### config.mk
export PLATFORM = sky130hd
export DESIGN_NAME = dac_addr_seq
export DESIGN_NICKNAME = d
export VERILOG_FILES = /design/src/rtl/dac_seq_pkg.sv /design/src/rtl/dac_seq_ctrl.sv /design/src/rtl/dac_seq_latch.sv /design/src/rtl/dac_seq_drive.sv /design/src/rtl/dac_addr_seq.sv
export SDC_FILE = /design/constraint.sdc
export NUM_CORES = 1
export LEC_CHECK = 0
export BUFFER_PORTS_ARGS = -buffer_cell sky130_fd_sc_hd__buf_4
export CAP_MARGIN = 30
export CORE_ASPECT_RATIO = 2
export CORE_MARGIN = 4
export CORE_UTILIZATION = 25
export DETAILED_ROUTE_END_ITERATION = 10
export GPL_TIMING_DRIVEN = 0
export SLEW_MARGIN = 15
export SYNTH_ARGS = -nofsm -noshare
export SYNTH_HDL_FRONTEND = slang
export SYNTH_SLANG_ARGS = --single-unit
### constraint.sdc
create_clock -name clk -period 3.1 [get_ports clk]
set_clock_uncertainty 0.05 [all_clocks]
set_input_delay 0.62 -clock clk [delete_from_list [all_inputs] [get_ports clk]]
set_output_delay 0.62 -clock clk [all_outputs]
set_load 0.05 [all_outputs]
### src/rtl/dac_seq_pkg.sv
package dac_seq_pkg;
    typedef enum logic [2:0] {
        ST_IDLE,
        ST_ACK,
        ST_WAIT,
        ST_AP1,
        ST_AP2,
        ST_DATA
    } seq_state_e;

    typedef struct packed {
        seq_state_e state;
        logic       wide;
        logic       pulse;
    } ctrl_t;
endpackage

### src/rtl/dac_seq_ctrl.sv
module dac_seq_ctrl
    import dac_seq_pkg::*;
(
    input  logic       clk,
    input  logic       rst_n,
    input  logic       req64_n,
    input  logic       req32_n,
    input  logic       gnt_n,
    input  logic       data_done,
    output seq_state_e state_o,
    output logic       wide_o,
    output logic       ack_n,
    output logic       bus_req_n,
    output logic       addr_done
);
    ctrl_t ctl_d, ctl_q;

    always_comb begin
        ctl_d       = ctl_q;
        ctl_d.pulse = 1'b0;
        unique case (ctl_q.state)
            ST_IDLE: begin
                if (!req64_n || !req32_n) begin
                    ctl_d.state = ST_ACK;
                    ctl_d.wide  = !req64_n;
                end
            end
            ST_ACK:  ctl_d.state = ST_WAIT;
            ST_WAIT: if (!gnt_n) ctl_d.state = ST_AP1;
            ST_AP1:  ctl_d.state = ST_AP2;
            ST_AP2: begin
                ctl_d.state = ST_DATA;
                ctl_d.pulse = 1'b1;
            end
            ST_DATA: if (data_done) ctl_d.state = ST_IDLE;
            default: ctl_d.state = ST_IDLE;
        endcase
    end

    always_ff @(posedge clk or negedge rst_n) begin
        if (!rst_n) begin
            ctl_q <= '{state: ST_IDLE, wide: 1'b0, pulse: 1'b0};
        end else begin
            ctl_q <= ctl_d;
        end
    end

    assign state_o   = ctl_q.state;
    assign wide_o    = ctl_q.wide;
    assign ack_n     = (ctl_q.state != ST_ACK);
    assign bus_req_n = !((ctl_q.state == ST_ACK) || (ctl_q.state == ST_WAIT));
    assign addr_done = ctl_q.pulse;
endmodule

### src/rtl/dac_seq_latch.sv
module dac_seq_latch #(
    parameter int AD_W  = 64,
    parameter int NIB_W = 4
) (
    input  logic               clk,
    input  logic               rst_n,
    input  logic               capture,
    input  logic [AD_W-1:0]    addr_i,
    input  logic [2*NIB_W-1:0] cmd_i,
    output logic [AD_W-1:0]    addr_o,
    output logic [2*NIB_W-1:0] cmd_o
);
    typedef struct packed {
        logic [AD_W-1:0]    addr;
        logic [2*NIB_W-1:0] cmd;
    } hold_t;

    hold_t hold_d, hold_q;

    always_comb begin
        hold_d = hold_q;
        if (capture) begin
            hold_d.addr = addr_i;
            hold_d.cmd  = cmd_i;
        end
    end

    always_ff @(posedge clk or negedge rst_n) begin
        if (!rst_n) begin
            hold_q <= '0;
        end else begin
            hold_q <= hold_d;
        end
    end

    assign addr_o = hold_q.addr;
    assign cmd_o  = hold_q.cmd;
endmodule

### src/rtl/dac_seq_drive.sv
module dac_seq_drive
    import dac_seq_pkg::*;
#(
    parameter int AD_W  = 64,
    parameter int NIB_W = 4
) (
    input  seq_state_e         state,
    input  logic [AD_W-1:0]    addr,
    input  logic [2*NIB_W-1:0] cmd,
    output logic               frame_n,
    output logic [AD_W-1:0]    ad_o,
    output logic [2*NIB_W-1:0] cbe_o,
    output logic               ad_oe
);
    localparam int HALF_W = AD_W / 2;

    logic [NIB_W-1:0]  cmd_lo, cmd_hi;
    logic [HALF_W-1:0] addr_hi;

    assign cmd_lo  = cmd[NIB_W-1:0];
    assign cmd_hi  = cmd[2*NIB_W-1:NIB_W];
    assign addr_hi = addr[AD_W-1:HALF_W];

    always_comb begin
        frame_n = 1'b1;
        ad_oe   = 1'b0;
        ad_o    = '0;
        cbe_o   = '0;
        unique case (state)
            ST_AP1: begin
                frame_n = 1'b0;
                ad_oe   = 1'b1;
                ad_o    = addr;
                cbe_o   = {cmd_hi, cmd_lo};
            end
            ST_AP2: begin
                frame_n = 1'b0;
                ad_oe   = 1'b1;
                ad_o    = {addr_hi, addr_hi};
                cbe_o   = {cmd_hi, cmd_hi};
            end
            ST_DATA: begin
                frame_n = 1'b0;
                ad_oe   = 1'b1;
            end
            default: ;
        endcase
    end
endmodule

### src/rtl/dac_addr_seq.sv
module dac_addr_seq
    import dac_seq_pkg::*;
#(
    parameter int AD_W  = 64,
    parameter int NIB_W = 4
) (
    input  logic               clk,
    input  logic               rst_n,
    input  logic               loc_req64_n,
    input  logic               loc_req32_n,
    input  logic [AD_W-1:0]    loc_addr,
    input  logic [2*NIB_W-1:0] loc_cmd,
    output logic               loc_ack_n,
    output logic               wide_xfer,
    output logic               bus_req_n,
    input  logic               bus_gnt_n,
    output logic               frame_n,
    output logic [AD_W-1:0]    ad_o,
    output logic [2*NIB_W-1:0] cbe_o,
    output logic               ad_oe,
    output logic               addr_done,
    input  logic               data_done
);
    seq_state_e         state;
    logic [AD_W-1:0]    addr_q;
    logic [2*NIB_W-1:0] cmd_q;

    dac_seq_ctrl u_ctrl (
        .clk       (clk),
        .rst_n     (rst_n),
        .req64_n   (loc_req64_n),
        .req32_n   (loc_req32_n),
        .gnt_n     (bus_gnt_n),
        .data_done (data_done),
        .state_o   (state),
        .wide_o    (wide_xfer),
        .ack_n     (loc_ack_n),
        .bus_req_n (bus_req_n),
        .addr_done (addr_done)
    );

    dac_seq_latch #(.AD_W(AD_W), .NIB_W(NIB_W)) u_latch (
        .clk     (clk),
        .rst_n   (rst_n),
        .capture (state == ST_ACK),
        .addr_i  (loc_addr),
        .cmd_i   (loc_cmd),
        .addr_o  (addr_q),
        .cmd_o   (cmd_q)
    );

    dac_seq_drive #(.AD_W(AD_W), .NIB_W(NIB_W)) u_drive (
        .state   (state),
        .addr    (addr_q),
        .cmd     (cmd_q),
        .frame_n (frame_n),
        .ad_o    (ad_o),
        .cbe_o   (cbe_o),
        .ad_oe   (ad_oe)
    );
endmodule

==> results.sh, run 1 <==
export IMPL_worst_setup_path_start_kind="flip-flop"
export IMPL_p_leak_uw=0.002805
export IMPL_cap_violations=0
export IMPL_overflow=0
export IMPL_synth_edf_count=0
export IMPL_die_y_um=187.1
export IMPL_clock_sinks=77
export IMPL_grt_pass1_vias=3233
export IMPL_gp_congestion=0.7471
export IMPL_crit_fanout=10
export IMPL_setup_violations=0
export IMPL_tightest_slew_ps=365.1
export IMPL_port_buffers=155
export IMPL_ys_flop_type="dfrtp_1"
export IMPL_syn_area_mm2=0.004009
export IMPL_async_reset_ff_frac=1.000
export IMPL_yosysTopAreaCell="dfrtp_1"
export IMPL_timing_fmax_mhz=372.7
export IMPL_hold_viol=0
export IMPL_placementRows=65
export IMPL_holdBufCountCts=0
export IMPL_ant_nets=0
export IMPL_antenna_cells=0
export IMPL_fillers=1581
export IMPL_critical_path_required_ps=2430
export IMPL_cts_resized=0
export IMPL_wire_per_inst_um=18.95
export IMPL_clk_latency_ps=330
export IMPL_initialDrtViolationCount=41
export IMPL_cts_setup_buffers=0
export IMPL_synth_avg_cell_area_um2=15.07
export IMPL_pwr_share_seq=0.250
export IMPL_tritoncts="yes"
export IMPL_clkPwrFrac=0.145
export IMPL_cts_htree_levels=3
export IMPL_fin_util=0.3647
export IMPL_drive_gt1_frac=0.6193
export IMPL_p_per_area_mw_per_mm2=1316
export IMPL_synth_cell_type_count=24
export IMPL_switching_power_uw=3284
export IMPL_synth_seq_cells=77
export IMPL_drt_wl_total_mm=12.07
export IMPL_core_mm2=0.01578
export IMPL_endpoint_kind="primary output"
export IMPL_multi_input_area_mm2=0.001790
export IMPL_ir_drop_mv=0.5379
export IMPL_period_share=0.8656
export IMPL_start_util=0.2541
export IMPL_critPathKind="flip-flop to primary output"
export IMPL_clkTransAtPathRegs_ps=60
export IMPL_synth_nets=344
export IMPL_yosysWarnings=0
export IMPL_die_area_mm2=0.01825
export IMPL_cp_data_arrival_time_ps=2010
export IMPL_hold_path_class="primary input to asynchronous set/reset pin"
export IMPL_grt_total_usage=0.1321
export IMPL_ios=156
export IMPL_ys_seq_area_frac=0.4806
export IMPL_max_slew_margin=0.7566
export IMPL_cts_buffers=9
export IMPL_area_growth_pct=43.54
export IMPL_hpwl_mm=9.155
export IMPL_firstDrtPassIters=4
export IMPL_via_per_inst=4.432
export IMPL_die_width_um=97.54
export IMPL_outcome="complete, no violations"
export IMPL_vias=2823
export IMPL_slew_violations=0
export IMPL_antenna_found_initial=0
export IMPL_post_route_min_period_ps=2683
export IMPL_cts_root_buf="clkbuf_16"
export IMPL_p_comb_frac=0.605
export IMPL_synth_top_area_frac=0.4806
export IMPL_netlist_instances=266
export IMPL_grt_pass1_wl_mm=18.57
export IMPL_nets=511
export IMPL_grt_max_degree=54
export IMPL_tns_ps=0
export IMPL_rsz0062_at_grt="false"
export IMPL_regArea_mm2=0.001927
export IMPL_synthTopCellsByArea="dfrtp_1 48%, mux2_4 26%, a22o_1 7.9%"
export IMPL_drc=0
export IMPL_switching_share=0.4337
export IMPL_cellInternalPower_uw=4289
export IMPL_clock_path_buffers=2
-- logic make-up after synthesis --
| logic type | Yosys count | synth area share |
|---|---|---|
| flip-flops | 77 | 0.4806 |
| XOR/XNOR | 1 | 0.002185 |
| multiplexers | 72 | 0.2669 |
| AO/OA/AOI/OAI | 77 | 0.1557 |
| AND/OR/NAND/NOR | 11 | 0.02185 |
| buffers and inverters | 28 | 0.07272 |
-- final cells by class --
type | instances | area share
multi-input combinational | 161 | 0.3112
inverter | 1 | 0.0006523
clock inverter | 5 | 0.01348
buffer | 27 | 0.05001
tap | 201 | 0.04371
timing repair buffer | 156 | 0.2070
clock buffer | 9 | 0.03914
sequential | 77 | 0.3349
-- stage by stage --
stage               hold slack, ps  power [µW]  worst slack [ps]  std cells  instance area [µm²]
global placement             432.8        6461             734.2        622                 5424
detailed placement           442.6        6543             733.2        623                 5451
global route                 158.2        7943             249.1        637                 5754
finish                       150.3        7573             416.7        637                 5754
CTS                          146.3        7685             348.0        637                 5754
floorplan                    274.4        5322             972.2        266                 4009
-- flip-flops by register name, indices dropped and copies added, names as in the netlist --
name / flops
u_latch.cmd_o: 8
u_latch.addr_o: 64
u_ctrl.state_o: 3
u_ctrl.wide_o: 1
u_ctrl.addr_done: 1
-- layer usage --
metal / part of all wire / global-route usage
met2: 0.57 / 0.2504
met5: 0 / 0
met1: 0.37 / 0.1390
met3: 0.052 / 0.04031
met4: 0.011 / 0.03467
-- path summary, 6_finish.rpt --
kind,from,endpoint,slack [ps],cells past startpoint
min in group clk,loc_req64_n,u_ctrl.wide_o,420,2
worst min register to register,u_latch.addr_o[26],u_latch.addr_o[26],460,1
worst min-delay path,rst_n,u_latch.addr_o[56],150,1
max in group asynchronous,rst_n,u_ctrl.wide_o,2250,2
worst max register to register,u_ctrl.state_o[1],u_latch.addr_o[51],1500,5
worst max-delay path,u_ctrl.state_o[1],ad_o[18],420,6
-- Yosys cell counts, types with 2 or more instances --
library cell and count:
and2_1 2, mux2_4 69, o41ai_1 2, buf_12 8
mux2_2 3, buf_2 9, buf_4 8, a22o_1 36
buf_6 2, o21a_1 36, nand2b_1 2, dfrtp_1 77
-- worst max-delay path: stages, from the launching register on --
cell	delay [ps]
dfrtp_1	360
buf_4	170
nor3b_1	170
buf_2	310
buf_4	260
a22o_1	200
buf_4	210
-- power groups by stage --
stage | Combinational (µW) | Clock (µW) | Sequential [µW]
floorplan | 3500 | 0 | 1820
global placement | 4590 | 0 | 1880
detailed placement | 4640 | 0 | 1910
CTS | 4650 | 1140 | 1900
global route | 4800 | 1180 | 1960
finish | 4580 | 1100 | 1890
-- layout by cell type, fill, tap and decap left out --
cell type and count:
clkinvlp_4 1, bufinv_16 2, mux2_4 69, nand2_1 1, nor2b_1 1, mux2_2 3, buf_4 163, nand2b_1 2
dfrtp_1 77, o41ai_1 2, buf_12 8, and3b_1 1, nor3b_1 1, inv_1 1, or4b_1 1, clkbuf_16 9
xor2_1 1, buf_2 9, clkinv_2 2, o21a_1 36, a211o_1 1, a22o_1 36, buf_6 2, o211ai_1 1
nor3b_4 1, and2_1 2, o21ai_0 1, nand3b_1 1, buf_16 1
(Power assumes the default switching activity.)
==> inputs of run 2 (changes only) <==
ABC_AREA = 1   (was not set)
==> run 2 against run 1 <==
Die area shrank 11%. Highest routed layer unchanged. Sequential power shrank 13%. Register-to-register slack gained 180 ps. Fmax is essentially flat. Largest cell class unchanged. Critical path type unchanged. Wire length grew 1.5%.
==> results.sh, run 2 <==
export IMPL_area_growth_pct=49.86
export IMPL_outcome="complete, no violations"
export IMPL_final_cell_mix="164 x buf_4, 107 x nor2_1, 80 x inv_1, 77 x dfrtp_1, 72 x a21oi_1"
export IMPL_ios=156
export IMPL_timing_fmax_mhz=372.6
export IMPL_hold_path_class="primary input to asynchronous set/reset pin"
export IMPL_yosysTopAreaCell="dfrtp_1"
export IMPL_cts_resized=0
export IMPL_ys_flop_type="dfrtp_1"
export IMPL_tritoncts="yes"
export IMPL_synth_edf_count=0
export IMPL_dpl_worst_slack_ps=733.2
export IMPL_p_per_area_mw_per_mm2=1360
export IMPL_reg2regPathDepth=5
export IMPL_synth_most_common_cell="nor2_1"
export IMPL_async_reset_ff_frac=1.000
export IMPL_via_per_inst=4.369
export IMPL_grt_total_usage=0.1531
export IMPL_drc=0
export IMPL_period_share=0.8659
export IMPL_tns_ps=0
export IMPL_netlist_instances=423
export IMPL_critical_path_required_ps=2430
export IMPL_synth_cell_type_count=17
export IMPL_tightest_slew_ps=572.9
export IMPL_cts_htree_levels=3
export IMPL_rr_endpoint="u_latch.addr_o[3]"
export IMPL_antenna_cells=0
export IMPL_final_common_cell="buf_4"
export IMPL_grt_max_degree=78
export IMPL_die_width_um=91.89
export IMPL_p_leak_uw=0.002877
export IMPL_synthTopCellsByArea="dfrtp_1 55%, nor2_1 11%, a21oi_1 10%"
export IMPL_ant_nets=0
export IMPL_overflow=0
export IMPL_synth_compound_area_frac=0.1728
export IMPL_nets=668
export IMPL_syn_area_mm2=0.003518
export IMPL_drt_wl_total_mm=12.25
export IMPL_synth_top_area_frac=0.5477
export IMPL_grt_pass1_vias=3814
export IMPL_cp_data_arrival_time_ps=2010
export IMPL_post_route_min_period_ps=2684
export IMPL_synth_simple_area_share=0.1419
export IMPL_yosysWarnings=0
export IMPL_clk_latency_ps=330
export IMPL_cap_violations=0
export IMPL_antenna_found_initial=0
export IMPL_synth_top_family_by_area="compound AO/OA/AOI/OAI gates"
export IMPL_firstDrtPassIters=4
export IMPL_clock_sinks=77
export IMPL_clock_path_buffers=2
export IMPL_cts_setup_buffers=0
export IMPL_synth_avg_cell_area_um2=8.318
export IMPL_slew_violations=0
export IMPL_synthMuxAreaShare=0
export IMPL_start_util=0.2533
export IMPL_die_area_mm2=0.01615
export IMPL_grt_pass1_wl_mm=18.93
export IMPL_ff2ff_setup_slack_ps=1680
export IMPL_clkTransAtPathRegs_ps=60
export IMPL_max_slew_margin=0.6181
export IMPL_vias=3425
export IMPL_placementRows=61
export IMPL_critPathKind="flip-flop to primary output"
export IMPL_synth_seq_cells=77
export IMPL_finalNonFillerCells=784
export IMPL_largest_reg_flops=64
export IMPL_endpoint_kind="primary output"
export IMPL_setup_violations=0
export IMPL_synth_xor_xnor_area_share=0
export IMPL_ir_drop_mv=0.7258
export IMPL_rsz0062_at_grt="false"
export IMPL_synth_fa_ha_area_frac=0
export IMPL_synth_nets=501
export IMPL_gp_congestion=0.8435
export IMPL_placed_cells=767
export IMPL_wire_per_inst_um=15.63
export IMPL_drive_gt1_frac=0.3429
export IMPL_hpwl_mm=9.337
export IMPL_cts_root_buf="clkbuf_16"
export IMPL_initialDrtViolationCount=104
export IMPL_cts_buffers=9
export IMPL_die_y_um=175.8
export IMPL_r2r_start="u_ctrl.state_o[2]"
export IMPL_crit_fanout=10
export IMPL_hold_viol=0
export IMPL_worst_setup_path_start_kind="flip-flop"
export IMPL_setup_ws_ps=415.8
export IMPL_synth_top_cells_by_count="107 x nor2_1, 80 x inv_1, 77 x dfrtp_1"
export IMPL_port_buffers=155
export IMPL_holdBufCountCts=0
export IMPL_ys_seq_area_frac=0.5477
export IMPL_core_mm2=0.01389
run 2: logic make-up (layout without fill, tap and decap cells):
| family | count (synthesis) | after routing |
|---|---|---|
| AOI/OAI and AO/OA | 112 | 112 |
| DFF | 77 | 77 |
| buffers and inverters | 108 | 280 |
| and+or+nand+nor | 126 | 126 |
run 2: area by class of cell:
class | instances | area (µm²)
buffer | 26 | 176.4
clock inverter | 5 | 83.83
multi-input combinational | 238 | 1107
timing repair buffer | 156 | 1191
fill | 1485 | 8618
inverter | 82 | 307.8
clock buffer | 11 | 242.7
sequential | 77 | 1927
tap | 189 | 236.5
run 2: worst max-delay path by stage:
stage | start | end | slack (ps) | cells after the start
3_5_place_dp | u_ctrl.state_o[2] | ad_o[48] | 730 | 7
5_1_grt | u_ctrl.state_o[2] | ad_o[48] | 280 | 7
4_1_cts | u_ctrl.state_o[2] | ad_o[28] | 360 | 5
3_3_place_gp | u_ctrl.state_o[2] | ad_o[28] | 730 | 5
2_1_floorplan | u_ctrl.state_o[1] | ad_oe | 620 | 4
6_report | u_ctrl.state_o[2] | ad_o[28] | 420 | 5
run 2: per-layer routing:
metal	vias to the layer above	GRT usage	share of wire
met5	-	0	0
met4	0	0.07816	0.034
met3	25	0.02743	0.041
met2	119	0.2940	0.56
met1	1613	0.1532	0.37
li1	1668	-	-
run 2: metrics by stage:
stage                     area [µm²]  hold slack [ps]  total power [µW]  utilization
after global placement          4918            443.6              6030       0.3541
after global routing            5273            176.7              7623       0.3796
after detailed placement        4918            453.9              6101       0.3541
after CTS                       5245            434.7              7274       0.3776
after floorplan                 3518            274.4              4710            -
final                           5273            160.7              7173       0.3796
run 2: critical path: stages (launching register included):
cell	delay, ps
dfrtp_1	400
inv_1	170
nand3_2	250
clkbuf_1	350
o22ai_1	280
buf_4	240
run 2: power breakdown:
part | leakage (µW) | switching, µW | internal, µW
sequential | 0.000853 | 146 | 1500
combinational | 0.00187 | 3130 | 1250
clock | 0.000152 | 417 | 729
total | 0.00288 | 3690 | 3480
